## config.mk

```make
export PLATFORM = sky130hd
export DESIGN_NAME = narrow_divider
export DESIGN_NICKNAME = d
export VERILOG_FILES = /design/src/rtl/ndiv_pkg.sv /design/src/rtl/ndiv_sign_prep.sv /design/src/rtl/ndiv_range_guard.sv /design/src/rtl/ndiv_restore_step.sv /design/src/rtl/narrow_divider.sv
export SDC_FILE = /design/constraint.sdc
export NUM_CORES = 1
export LEC_CHECK = 0
export ABC_AREA = 1
export BUFFER_PORTS_ARGS = -buffer_cell sky130_fd_sc_hd__buf_2
export CORE_UTILIZATION = 50
export DETAILED_ROUTE_END_ITERATION = 12
export HOLD_SLACK_MARGIN = 0.15
export PLACE_DENSITY = 0.73
export SLEW_MARGIN = 20
export SYNTH_ARGS = -nofsm -noshare
export SYNTH_HDL_FRONTEND = slang
export SYNTH_SLANG_ARGS = --single-unit
```

## constraint.sdc

```tcl
create_clock -name clk -period 3.5 [get_ports clk]
set_input_delay 0.525 -clock clk [delete_from_list [all_inputs] [get_ports clk]]
set_output_delay 0.525 -clock clk [all_outputs]
set_load 0.02 [all_outputs]
```

## src/rtl/ndiv_pkg.sv

```systemverilog
package ndiv_pkg;
  localparam int unsigned NDIV_W_DEFAULT = 8;

  typedef enum logic [0:0] {
    ARITH_UNSIGNED = 1'b0,
    ARITH_SIGNED   = 1'b1
  } arith_e;
endpackage

```

## src/rtl/ndiv_sign_prep.sv

```systemverilog
module ndiv_sign_prep
  import ndiv_pkg::*;
#(
  parameter int unsigned W = NDIV_W_DEFAULT
) (
  input  logic           signed_mode,
  input  logic [W-1:0]   dvd_hi,
  input  logic [W-1:0]   dvd_lo,
  input  logic [W-1:0]   dvs,
  output logic [2*W-1:0] dvd_mag,
  output logic [W-1:0]   dvs_mag,
  output logic           quo_neg,
  output logic           rem_neg
);
  logic           is_signed;
  logic           dvd_sign;
  logic           dvs_sign;
  logic [2*W-1:0] dvd_full;

  assign is_signed = (arith_e'(signed_mode) == ARITH_SIGNED);
  assign dvd_full  = {dvd_hi, dvd_lo};
  assign dvd_sign  = is_signed & dvd_hi[W-1];
  assign dvs_sign  = is_signed & dvs[W-1];

  // Two's-complement negation gives the correct unsigned magnitude even for
  // the most negative value.
  assign dvd_mag = dvd_sign ? (~dvd_full + 1'b1) : dvd_full;
  assign dvs_mag = dvs_sign ? (~dvs + 1'b1) : dvs;
  assign quo_neg = dvd_sign ^ dvs_sign;
  assign rem_neg = dvd_sign;
endmodule

```

## src/rtl/ndiv_range_guard.sv

```systemverilog
module ndiv_range_guard
  import ndiv_pkg::*;
#(
  parameter int unsigned W = NDIV_W_DEFAULT
) (
  input  logic           signed_mode,
  input  logic           quo_neg,
  input  logic [2*W-1:0] dvd_mag,
  input  logic [W-1:0]   dvs_mag,
  output logic           bad
);
  localparam int unsigned BW = 2*W + 1;

  logic [BW-1:0] d_ext;
  logic [BW-1:0] bound;

  assign d_ext = {{(W+1){1'b0}}, dvs_mag};

  // The quotient magnitude is at most L exactly when the dividend magnitude is
  // below (L+1)*divisor. Unsigned: L+1 = 2^W. Signed positive: L+1 = 2^(W-1).
  // Signed negative: L+1 = 2^(W-1)+1. A zero divisor gives a zero bound.
  always_comb begin
    if (arith_e'(signed_mode) == ARITH_UNSIGNED)
      bound = d_ext << W;
    else if (quo_neg)
      bound = (d_ext << (W-1)) + d_ext;
    else
      bound = d_ext << (W-1);
  end

  assign bad = ({1'b0, dvd_mag} >= bound);
endmodule

```

## src/rtl/ndiv_restore_step.sv

```systemverilog
module ndiv_restore_step #(
  parameter int unsigned W = 8
) (
  input  logic [W-1:0] rem_i,
  input  logic [W-1:0] quo_i,
  input  logic [W-1:0] dvs_i,
  output logic [W-1:0] rem_o,
  output logic [W-1:0] quo_o
);
  logic [W:0]   trial;
  logic [W-1:0] diff;
  logic         take;

  // rem_i < dvs_i holds on entry, so trial < 2*dvs_i and the difference
  // fits in W bits.
  assign trial = {rem_i, quo_i[W-1]};
  assign take  = (trial >= {1'b0, dvs_i});
  assign diff  = trial[W-1:0] - dvs_i;
  assign rem_o = take ? diff : trial[W-1:0];
  assign quo_o = {quo_i[W-2:0], take};
endmodule

```

## src/rtl/narrow_divider.sv

```systemverilog
module narrow_divider
  import ndiv_pkg::*;
#(
  parameter int unsigned W = NDIV_W_DEFAULT
) (
  input  logic         clk,
  input  logic         rst,
  input  logic         start,
  input  logic         signed_mode,
  input  logic [W-1:0] dividend_hi,
  input  logic [W-1:0] dividend_lo,
  input  logic [W-1:0] divisor,
  output logic         busy,
  output logic         done,
  output logic         fault,
  output logic [W-1:0] quotient,
  output logic [W-1:0] remainder
);
  localparam int unsigned CW = $clog2(W + 1);

  logic [2*W-1:0] in_dvd_mag;
  logic [W-1:0]   in_dvs_mag;
  logic           in_quo_neg;
  logic           in_rem_neg;
  logic           in_bad;

  logic [CW-1:0]  steps_left;
  logic [W-1:0]   rem_r;
  logic [W-1:0]   quo_r;
  logic [W-1:0]   dvs_r;
  logic           quo_neg_r;
  logic           rem_neg_r;
  logic [W-1:0]   nxt_rem;
  logic [W-1:0]   nxt_quo;
  logic           accept;

  ndiv_sign_prep #(.W(W)) u_prep (
    .signed_mode (signed_mode),
    .dvd_hi      (dividend_hi),
    .dvd_lo      (dividend_lo),
    .dvs         (divisor),
    .dvd_mag     (in_dvd_mag),
    .dvs_mag     (in_dvs_mag),
    .quo_neg     (in_quo_neg),
    .rem_neg     (in_rem_neg)
  );

  ndiv_range_guard #(.W(W)) u_guard (
    .signed_mode (signed_mode),
    .quo_neg     (in_quo_neg),
    .dvd_mag     (in_dvd_mag),
    .dvs_mag     (in_dvs_mag),
    .bad         (in_bad)
  );

  ndiv_restore_step #(.W(W)) u_step (
    .rem_i (rem_r),
    .quo_i (quo_r),
    .dvs_i (dvs_r),
    .rem_o (nxt_rem),
    .quo_o (nxt_quo)
  );

  assign accept = start & ~busy;

  always_ff @(posedge clk) begin
    if (rst) begin
      busy       <= 1'b0;
      done       <= 1'b0;
      fault      <= 1'b0;
      quotient   <= '0;
      remainder  <= '0;
      steps_left <= '0;
      rem_r      <= '0;
      quo_r      <= '0;
      dvs_r      <= '0;
      quo_neg_r  <= 1'b0;
      rem_neg_r  <= 1'b0;
    end else begin
      done  <= 1'b0;
      fault <= 1'b0;
      if (busy) begin
        rem_r      <= nxt_rem;
        quo_r      <= nxt_quo;
        steps_left <= steps_left - 1'b1;
        if (steps_left == CW'(1)) begin
          busy      <= 1'b0;
          done      <= 1'b1;
          quotient  <= quo_neg_r ? (~nxt_quo + 1'b1) : nxt_quo;
          remainder <= rem_neg_r ? (~nxt_rem + 1'b1) : nxt_rem;
        end
      end else if (accept) begin
        if (in_bad) begin
          done  <= 1'b1;
          fault <= 1'b1;
        end else begin
          busy       <= 1'b1;
          steps_left <= CW'(W);
          rem_r      <= in_dvd_mag[2*W-1:W];
          quo_r      <= in_dvd_mag[W-1:0];
          dvs_r      <= in_dvs_mag;
          quo_neg_r  <= in_quo_neg;
          rem_neg_r  <= in_rem_neg;
        end
      end
    end
  end
endmodule

```

-- Yosys cells after proc, flatten, opt, wreduce, memory -nomap -nowiden
Index checks and enable logic that the tools add are counted.
W data, S select, Z words.
- bits of input ports: 28
- register bits: 49
- word-level logic and storage cells: 61
- output and inout port bits: 19
- multiplexer cells: 24
- bitwise logic cells: 10
- add/sub/neg operators: 7
- reduce and logical (&&, ||, !) cells: 5
- $lt $le $gt $ge: 2
- equality and inequality tests: 2
- operators with widths (operator ; number):
    $mux W8 ; 10
    $mux W17 ; 2
    $add A8 B1 Y8 const B ; 3
    $not A8 Y8 ; 3
    $ge A16 B17 Y1 ; 1
    $add A15 B8 Y16 ; 1
    $add A16 B1 Y16 const B ; 1
    $mux W16 ; 1
    $not A16 Y16 ; 1
    $mux W4 ; 3
    $ge A9 B8 Y1 ; 1
    $mux W1 ; 8
    $sub A8 B8 Y8 ; 1
    $eq A4 B1 Y1 const B ; 1
    $reduce_and A2 Y1 ; 2
    $sub A4 B1 Y4 const B ; 1
    $and A1 B1 Y1 ; 3
    $reduce_and A3 Y1 ; 1
    $ne A2 B2 Y1 const B ; 1
    $not A1 Y1 ; 2
    $reduce_bool A2 Y1 ; 1
    $reduce_or A2 Y1 ; 1
    $xor A1 B1 Y1 ; 1

-- Longest topological paths before layout
Gate-level depths: netlist of run 1.
- depth after elaboration: 10
- depth in mapped cells: 26
- gate-level depth less buffers: 25

-- By module
Synthesis of run 1 repeated with hierarchy kept, for this count alone.
- cell total of the unflattened synthesis: 689
- area, all modules: 4286.6 sq um
- modules (own cells, without submodules) (module ; area each (sq um) ; cells each ; seq. area each (sq um) ; times used):
    narrow_divider ; 2148.3 ; 307 ; 980.9 ; 1
    ndiv_range_guard ; 759.5 ; 135 ; 0.0 ; 1
    ndiv_restore_step ; 714.4 ; 117 ; 0.0 ; 1
    ndiv_sign_prep ; 664.4 ; 130 ; 0.0 ; 1

-- Least setup slack after synthesis of run 1
No wires, ideal clock.
- path kind: input -> register
- start: input divisor[0]
- end: register steps_left[0]
- arrival: 3167 ps
- stages: 25
- path buffers: 2
- required time: 3385 ps
- library setup time: 115 ps
- setup slack: 218 ps
- cell sequence: inv_1 nand4_1 nor3_1 o21ai_0 inv_1 ha_1 ha_1 nand2_1 nor3_1 a21oi_1 o21ai_1 inv_1 ha_1 nand2_1 inv_1 o21ai_0 nand2_1 a21oi_1 nand4_1 nor2_1 nor2_1 buf_4 buf_4 o21ai_0 inv_1
- cells in the longest elaborated chain, start to end: 9
- ends and longest elaborated chain (item ; RTL line ; text):
    start: declaration ; narrow_divider.sv:12 ; input logic [W-1:0] divisor,
    $not A8 Y8 * ; ndiv_sign_prep.sv:28 ; assign dvs_mag = dvs_sign ? (~dvs + 1'b1) : dvs;
    $add A8 B1 Y8 * ; ndiv_sign_prep.sv:28 ;
    $mux W8 * ; ndiv_sign_prep.sv:28 ;
    via in_dvs_mag[7] ; narrow_divider.sv:22 ; logic [W-1:0] in_dvs_mag;
    $add A15 B8 Y16 ; ndiv_range_guard.sv:26 ; bound = (d_ext << (W-1)) + d_ext;
    $mux W17 ; ndiv_range_guard.sv:25 ; else if (quo_neg)
    $mux W17 * ; ndiv_range_guard.sv:23 ; if (arith_e'(signed_mode) == ARITH_UNSIGNED)
    $ge A16 B17 Y1 * ; ndiv_range_guard.sv:31 ; assign bad = ({1'b0, dvd_mag} >= bound);
    $ne A2 B2 Y1 (no source line) * ; n/a ;
    $reduce_and A2 Y1 (no source line) * ; n/a ;
    end signal: assignment ; narrow_divider.sv:85 ; steps_left <= steps_left - 1'b1;
    end signal: assignment ; narrow_divider.sv:98 ; steps_left <= CW'(W);
    end: declaration ; narrow_divider.sv:27 ; logic [CW-1:0] steps_left;
The timed path passes the listed nets; every way through them passes the cells marked *.
A chain may end at the register's enable or synchronous reset.

-- Worst setup path in the final report of run 1
- start: input divisor[4]
- end: register quo_r[2]
- cells in the longest elaborated chain, start to end: 9
- ends and longest elaborated chain (item ; RTL line ; text):
    $not A8 Y8 * ; ndiv_sign_prep.sv:28 ;
    $add A8 B1 Y8 * ; ndiv_sign_prep.sv:28 ;
    $mux W8 * ; ndiv_sign_prep.sv:28 ;
    via in_dvs_mag[7] ; narrow_divider.sv:22 ;
    $add A15 B8 Y16 ; ndiv_range_guard.sv:26 ;
    $mux W17 ; ndiv_range_guard.sv:25 ;
    $mux W17 * ; ndiv_range_guard.sv:23 ;
    $ge A16 B17 Y1 * ; ndiv_range_guard.sv:31 ;
    $ne A2 B2 Y1 (no source line) * ; n/a ;
    $reduce_and A2 Y1 (no source line) * ; n/a ;
    end signal: assignment ; narrow_divider.sv:84 ; quo_r <= nxt_quo;
    end signal: assignment ; narrow_divider.sv:100 ; quo_r <= in_dvd_mag[W-1:0];
    end: declaration ; narrow_divider.sv:29 ; logic [W-1:0] quo_r;
Marks and branches as above.

==> results of run 1 <==
[flip-flops by register name, indices dropped and copies added (netlist names), 4 cells and up]
register / flops
steps_left: 4
dvs_r: 8
quo_r: 8
quotient: 8
rem_r: 8
remainder: 8
[power by group]
| part | internal, W | switching [W] | total [W] |
|---|---|---|---|
| Combinational | 0.000519 | 0.000933 | 0.00145 |
| Sequential | 0.000614 | 0.0000491 | 0.000663 |
| Clock | 0.000233 | 0.000187 | 0.000419 |
| Total | 0.00137 | 0.00117 | 0.00253 |
[critical path: cells and delay by family]
kind	cells	cell delay [ps]
buf+inv	4	430
compound gates	3	400
simple gates	11	1430
xor+xnor	1	160
fa+ha+maj	3	590
[cells by family after synthesis]
family	Yosys count	share of synthesized area (%)
buf+inv	100	9.92
simple gates	326	36.4
compound gates	105	13.9
xor+xnor	22	4.80
fa+ha+maj	33	10.5
flops	49	24.5
[final cells by class]
cell class / instances / area, sq um / area share, %
Clock buffer: 6 / 82.6 / 1.73
Clock inverter: 2 / 37.5 / 0.785
Inverter: 83 / 317 / 6.62
Multi-Input combinational cell: 487 / 2750 / 57.5
Sequential cell: 49 / 981 / 20.5
Tap cell: 102 / 128 / 2.67
Timing Repair Buffer: 78 / 485 / 10.2
[layout by cell type, fill, tap and decap left out, drive strengths merged]
| cell | instances |
|---|---|
| clkinvlp | 1 |
| ha | 32 |
| nor3 | 10 |
| nand3b | 7 |
| nand3 | 35 |
| or2 | 8 |
| a32o | 1 |
| o211ai | 1 |
| o21ai | 52 |
| bufinv | 1 |
| clkbuf | 6 |
| o22ai | 1 |
| fa | 1 |
| and2 | 1 |
| inv | 83 |
| xnor2 | 5 |
| buf | 78 |
| nor4 | 2 |
| nor2 | 41 |
| a31oi | 2 |
| o31ai | 1 |
| xor2 | 17 |
| o21a | 1 |
| nand2 | 211 |
| nand4 | 12 |
| dfxtp | 49 |
| a21oi | 46 |
[per-layer routing]
| layer | vias to the layer above | global-route usage (%) | wire length (um) |
|---|---|---|---|
| met1 | 1899 | 33.6 | 4710 |
| met5 | - | 0 | 0 |
| met2 | 116 | 40.4 | 4930 |
| met3 | 22 | 2.85 | 580 |
| met4 | 0 | 8.33 | 284 |
| li1 | 2183 | - | - |
[per-stage QoR]
| stage | setup slack, ps | power [W] | instance area, sq um |
|---|---|---|---|
| global route | -46.5 | 0.00275 | 4780 |
| floorplan | 218 | 0.00175 | 4010 |
| CTS | 18.7 | 0.00247 | 4600 |
| global placement | -120 | 0.00202 | 4480 |
| finish | 204 | 0.00253 | 4780 |
| detailed placement | -280 | 0.00205 | 4480 |
[path summary, 6_finish.rpt]
path | start | to | depth (start not counted)
max | divisor[4] | quo_r[2] | 22
min | remainder[4] | remainder[4] | 2
max reg2reg | dvs_r[6] | quotient[6] | 16
min reg2reg | remainder[4] | remainder[4] | 2
[what timing repair did]
action,4_1_cts,5_1_grt
resized for setup,0,42
buffers inserted,0,4
setup endpoints to repair,0,31
hold endpoints to repair,0,0
==> summary.txt, run 1 <==
Initial Utilization - 51.9%
TNS Setup - 0 ps
Yosys cell types - 39
number of warning messages in the yosys log - 0
CP required - 3730 ps
Post-synth ARST share - 0%
reg2reg setup slack - 910 ps
Buffers on Ports - 46
CP max FO - 5
CTS tree - done
Final setup viols - 0
worst vdd ir - 0.000234 V
placed cell count - 792
most common cell in the netlist - nand2_1
GRT overflow - 0
WL/cell - 13.0 um
ys flop type - dfxtp_1
H-tree depth - 2
Tcrit/Tclk final - 94.2%
sequential share of the synthesized area - 24.5%
First-pass DRT Iterations - 7
Reg clk slew, reported paths - 90 ps
Slew HR - 41.1%
CP Capture Type - flop
P_leak - 2.40 nW
max-slew violations - 0
Cell Count, Final, Fillers Out - 807
vias in the first global route - 3783
Post-Syn Area - 4010 sq um
crit path launch type - input port
Area Overhead vs Synth - 19.2%
number of max-cap violations - 0
number of buffers created by CTS - 5
final net count - 765
CP Cell Sequence - buf_2 -> nor2_1 -> nand4_1 -> nor3_2 -> o21ai_1 -> inv_1 -> ha_4 -> ha_4 -> nand3_1 -> a21oi_1 -> xor2_1 -> inv_1 -> ha_1 -> nand2_1 -> nor3_4 -> nand4_1 -> nand4_1 -> nor2_4 -> nor2_4 -> buf_6 -> nand2_1 -> a21oi_2
slowest library cell on the worst path - ha_1
status - finished clean
WHS - 450 ps
Mapped Avg Cell Area - 6.32 sq um
Clock Sinks - 49
clock skew - 9.46 ps
largest net degree at the start of global routing - 27
fill count - 726
Rows - 32
min Tclk post-route - 3300 ps
Synthesized Nets - 696
Root Buffer - clkbuf_8
most frequent CP cell - nand4_1
biggest cell delay along the critical path - 290 ps
Clk Latency, worst-skew pair - 290 ps
Yosys top cell area share - 24.5%
number of routed nets with antenna violations - 0
vias per inst - 5.23
top post-synthesis cells by area - dfxtp_1 (24%), nand2_1 (18%), ha_1 (10%)
I/O pins - 47
top post-synthesis cells by count - nand2_1 (197), inv_1 (82), dfxtp_1 (49)
Vias - 4220
Yosys reg bits - 49
final core utilization - 61.9%
CTS Buffer Depth - 2
share of layout cells above drive strength 1 - 19.4%
worst-margin pin slew - 881 ps
PD cells - 530 nW/um^2
dpl hpwl - 8300 um
EDFF count, synth - 0
Post-Syn Instances - 635
1st-iter DRT viols - 299
Global Route Usage Sum - 24.7%
Hold/Removal Path Class - flop to flop
cts-stage hold buffer count - 0
initial antenna violation count - 0
ANT cells - 0
Die X - 91.6 um
Max Freq - 0.303 GHz
data arrival time of the critical path - 3530 ps
area leader, netlist - dfxtp_1
first-pass GRT wire length - 16900 um
die area - 8380 sq um
kind of critical path - input port to flop
Die Ht - 91.6 um
DRC errors left - 0
placeable core area - 7730 sq um
WL final - 10500 um
placer congestion estimate - 0.969
final hold violations - 0
(Power assumes the default switching activity.)
==> run 2: changes to the inputs <==
--- a/config.mk
+++ b/config.mk
@@ -6,11 +6,11 @@
 export NUM_CORES = 1
 export LEC_CHECK = 0
 export ABC_AREA = 1
-export BUFFER_PORTS_ARGS = -buffer_cell sky130_fd_sc_hd__buf_2
 export CORE_UTILIZATION = 50
 export DETAILED_ROUTE_END_ITERATION = 12
+export DONT_BUFFER_PORTS = 1
 export HOLD_SLACK_MARGIN = 0.15
-export PLACE_DENSITY = 0.73
+export PLACE_DENSITY = 0.68
 export SLEW_MARGIN = 20
 export SYNTH_ARGS = -nofsm -noshare
 export SYNTH_HDL_FRONTEND = slang
==> summary.txt, run 2 (synthesis results as in run 1) <==
Root Buffer - clkbuf_8
die area - 8380 sq um
biggest cell delay along the critical path - 350 ps
share of layout cells above drive strength 1 - 10.9%
data arrival time of the critical path - 3530 ps
hold endpoint - steps_left[1]
worst flop-to-flop path endpoint - quotient[6]
final non-filler cell area - 4380 sq um
CTS Buffer Depth - 2
P_leak - 2.09 nW
I/O pins - 47
fill count - 756
placed cell count - 734
CP Cell Sequence - nor2_1 -> nand4_1 -> nor3_2 -> o21ai_1 -> inv_1 -> ha_4 -> nand3_2 -> nor2_2 -> nand3_1 -> nor2_1 -> o22ai_1 -> ha_1 -> nand2_1 -> inv_1 -> o21ai_1 -> nand2_1 -> a21oi_1 -> nand4_1 -> nor2_4 -> nand2_4 -> o21ai_0 -> a21oi_1
min Tclk post-route - 3330 ps
CP max FO - 8
WP buf/inv - 2
TNS Setup - 0 ps
crit path launch type - input port
R2R Path Start - rem_r[3]
worst vdd ir - 0.000228 V
final hold violations - 0
Cell Count, Final, Fillers Out - 744
Die Ht - 91.6 um
Area Overhead vs Synth - 9.11%
status - finished clean
PD cells - 544 nW/um^2
Max Freq - 0.300 GHz
H-tree depth - 2
CP required - 3700 ps
largest net degree at the start of global routing - 27
Final setup viols - 0
Tcrit/Tclk final - 95.2%
worst hold start - rst
GRT overflow - 0
Die X - 91.6 um
final net count - 702
kind of critical path - input port to flop
placer congestion estimate - 0.917
vias in the first global route - 3844
WL final - 9950 um
Clock Sinks - 49
Slew HR - 41.9%
slowest library cell on the worst path - ha_1
max layer used - met4
clock skew - 15.9 ps
max-slew violations - 0
CTS tree - done
WHS - 265 ps
First-pass DRT Iterations - 5
Vias - 3987
Reg2Reg Depth - 13
Clk Latency, worst-skew pair - 310 ps
routed wl met3 - 444 um
CP Capture Type - flop
commonest non-fill, non-tap cell in the layout - nand2_1
Hold/Removal Path Class - input port to flop
Worst Hold Depth - 1
Met2 Wirelength - 4580 um
Global Route Usage Sum - 24.6%
worst-margin pin slew - 869 ps
number of buffers created by CTS - 5
DRC errors left - 0
number of max-cap violations - 0
placeable core area - 7730 sq um
Rows - 32
initial antenna violation count - 0
Reg clk slew, reported paths - 100 ps
register area - 981 sq um
dpl hpwl - 7890 um
DP Area - 4160 sq um
WL/cell - 13.4 um
met1 wire length - 4650 um
ANT cells - 0
Initial Utilization - 51.9%
Largest delay share family, worst path - simple AND/OR/NAND/NOR gates
number of routed nets with antenna violations - 0
most frequent cells in the layout - nand2_1 (195), inv_1 (80), dfxtp_1 (49)
1st-iter DRT viols - 242
cts-stage hold buffer count - 0
Buffers on Ports - 0
vias per inst - 5.36
first-pass GRT wire length - 16800 um
reg2reg setup slack - 950 ps
area of the multi-input gates - 2730 sq um
run 2: changes by cell type in the layout (fill, tap and decap cells not counted), moves of 3 or more:
cell     before  now
a21oi_1      41   44
a21oi_2       4    1
buf_2        46    0
buf_4        28   14
o21ai_0      38   41
run 2: per-stage QoR:
stage	total power, W	util [%]	setup slack, ps
floorplan	0.00175	-	218
global placement	0.00196	53.8	-0.412
detailed placement	0.00198	53.8	-159
CTS	0.00233	55.0	159
global route	0.00259	56.6	-46.2
finish	0.00238	56.6	169
run 2: per-layer routing:
metal,vias up,track usage (%)
met5,-,0
met1,1803,32.1
met2,103,41.9
met4,0,8.60
li1,2057,-
met3,24,2.43
run 2: repair_timing:
item                                    4_1_cts  5_1_grt
endpoints found under the setup margin        0       31
buffers inserted                              0        1
resized for setup                             0       29
endpoints found under the hold margin         0        0
run 2: worst max-delay path by stage:
| stage | startpoint | to | slack, ps | cells past startpoint |
|---|---|---|---|---|
| after global routing | divisor[4] | dvs_r[3] | -50 | 24 |
| after floorplan | divisor[0] | steps_left[0] | 220 | 25 |
| after global placement | divisor[4] | dvs_r[3] | -0.4 | 22 |
| final | divisor[4] | quo_neg_r | 170 | 22 |
| after detailed placement | divisor[4] | quo_r[6] | -160 | 21 |
| after CTS | divisor[4] | quo_r[6] | 160 | 21 |
run 2: final cells by class:
type / instances / area share (%)
inverters: 83 / 7.18
clock inverters: 3 / 0.601
well taps: 102 / 2.92
repair buffers: 16 / 2.92
flip-flops and latches: 49 / 22.4
multi-input cells: 486 / 62.4
clock buffers: 5 / 1.57
run 2: power breakdown:
group	internal, W	switching (W)	leakage (nW)	total (W)
Combinational	0.000473	0.000876	1.65	0.00135
Clock	0.000146	0.000210	0.0423	0.000356
Sequential	0.000614	0.0000593	0.400	0.000674
==> run 3: changes to the inputs <==
--- a/config.mk
+++ b/config.mk
@@ -6,11 +6,11 @@
 export NUM_CORES = 1
 export LEC_CHECK = 0
 export ABC_AREA = 1
-export CORE_UTILIZATION = 50
+export CAP_MARGIN = 20
+export CORE_UTILIZATION = 36
 export DETAILED_ROUTE_END_ITERATION = 12
 export DONT_BUFFER_PORTS = 1
 export HOLD_SLACK_MARGIN = 0.15
-export PLACE_DENSITY = 0.68
 export SLEW_MARGIN = 20
 export SYNTH_ARGS = -nofsm -noshare
 export SYNTH_HDL_FRONTEND = slang
==> summary.txt, run 3 (synthesis results as in run 1) <==
share of layout cells above drive strength 1 - 11.8%
Final setup viols - 0
Die Ht - 108 um
vias per inst - 4.97
Buffers on Ports - 0
Root Buffer - clkbuf_8
largest net degree at the start of global routing - 27
placer congestion estimate - 0.856
Clk Latency, worst-skew pair - 300 ps
CTS Buffer Depth - 2
DP Worst Slack - -208 ps
Hold/Removal Path Class - input port to flop
Worst Hold Depth - 1
number of buffers created by CTS - 5
Vias - 3944
Reg clk slew, reported paths - 90 ps
CP Capture Type - flop
first-pass GRT wire length - 17300 um
Rows - 38
I/O pins - 47
most frequent cells in the layout - nand2_1 (196), inv_1 (81), dfxtp_1 (49)
CP required - 3700 ps
status - finished clean
Die X - 108 um
vias in the first global route - 3609
1st-iter DRT viols - 204
number of max-cap violations - 0
fill count - 1171
P_leak - 2.15 nW
CTS tree - done
PD cells - 535 nW/um^2
dpl hpwl - 8540 um
Reg2Reg Depth - 15
DRC errors left - 0
GRT overflow - 0
worst vdd ir - 0.000260 V
final net count - 714
Max Freq - 0.301 GHz
final hold violations - 0
min Tclk post-route - 3330 ps
Global Route Usage Sum - 18.9%
initial antenna violation count - 0
Initial Utilization - 37.0%
ANT cells - 0
clock skew - 5.51 ps
worst-margin pin slew - 880 ps
cts-stage hold buffer count - 0
Clock Sinks - 49
First-pass DRT Iterations - 4
WL final - 10600 um
WL/cell - 13.4 um
Final WS setup - 173 ps
Cell Count, Final, Fillers Out - 794
RSZ-0062 raised after global routing - yes
data arrival time of the critical path - 3530 ps
commonest non-fill, non-tap cell in the layout - nand2_1
placed cell count - 782
power after layout - 0.00238 W
Tcrit/Tclk final - 95.1%
max-slew violations - 0
crit path launch type - input port
Slew HR - 41.1%
CP max FO - 4
Area Overhead vs Synth - 11.0%
kind of critical path - input port to flop
placeable core area - 10800 sq um
die area - 11600 sq um
H-tree depth - 2
number of routed nets with antenna violations - 0
-- run 3: area by class of cell --
type / count / area, sq um / area share [%]
repair buffers: 28 / 218 / 4.89
well taps: 140 / 175 / 3.94
clock inverters: 2 / 13.8 / 0.309
multi-input cells: 486 / 2680 / 60.2
inverters: 83 / 312 / 7.00
clock buffers: 6 / 72.6 / 1.63
flip-flops and latches: 49 / 981 / 22.0
-- run 3: stage by stage --
stage | area [sq um] | utilization, % | hold slack (ps) | setup TNS, ps
after global placement | 4280 | 39.5 | 445 | -1860
after global routing | 4450 | 41.1 | 254 | -596
after floorplan | 4010 | - | 433 | 0
after detailed placement | 4280 | 39.5 | 446 | -4010
after CTS | 4370 | 40.3 | 271 | 0
final | 4450 | 41.1 | 275 | 0
-- run 3: metal layers --
metal | vias to the layer above | routed length [um] | global-route usage (%)
met5 | - | 0 | 0
met4 | 0 | 136 | 5.38
met3 | 11 | 402 | 3.03
met2 | 70 | 4960 | 31.7
met1 | 1785 | 5120 | 24.9
li1 | 2078 | - | -
-- run 3: worst max-delay path, stage by stage --
cell	delay, ps
inv_1	90
nand4_1	130
nor3_2	200
o21ai_1	120
inv_1	90
ha_2	180
nand3_1	100
nor2_1	140
nand3_1	90
nor2_1	160
o22ai_2	100
ha_1	300
buf_4	140
nand3_2	80
inv_1	50
a21oi_2	130
nand4_1	130
nor2_2	160
nand2_2	100
o21ai_0	310
buf_4	170
a21oi_1	30
-- run 3: power breakdown --
part           total [W]  internal [W]  switching [W]  leakage [nW]
combinational    0.00137      0.000487       0.000887          1.70
clock           0.000337      0.000143       0.000194        0.0456
sequential      0.000670      0.000614      0.0000560         0.400
-- run 3: what timing repair did --
action	CTS	global route
buffers inserted	0	4
setup endpoints to repair	0	31
gates resized for setup	0	18
-- run 3: final timing paths --
check | startpoint | end | slack (ps)
worst max-delay path | divisor[0] | quo_neg_r | 170
worst min-delay path | rst | rem_r[0] | 270
worst max register to register | rem_r[5] | quotient[6] | 960
worst min register to register | steps_left[1] | steps_left[1] | 460
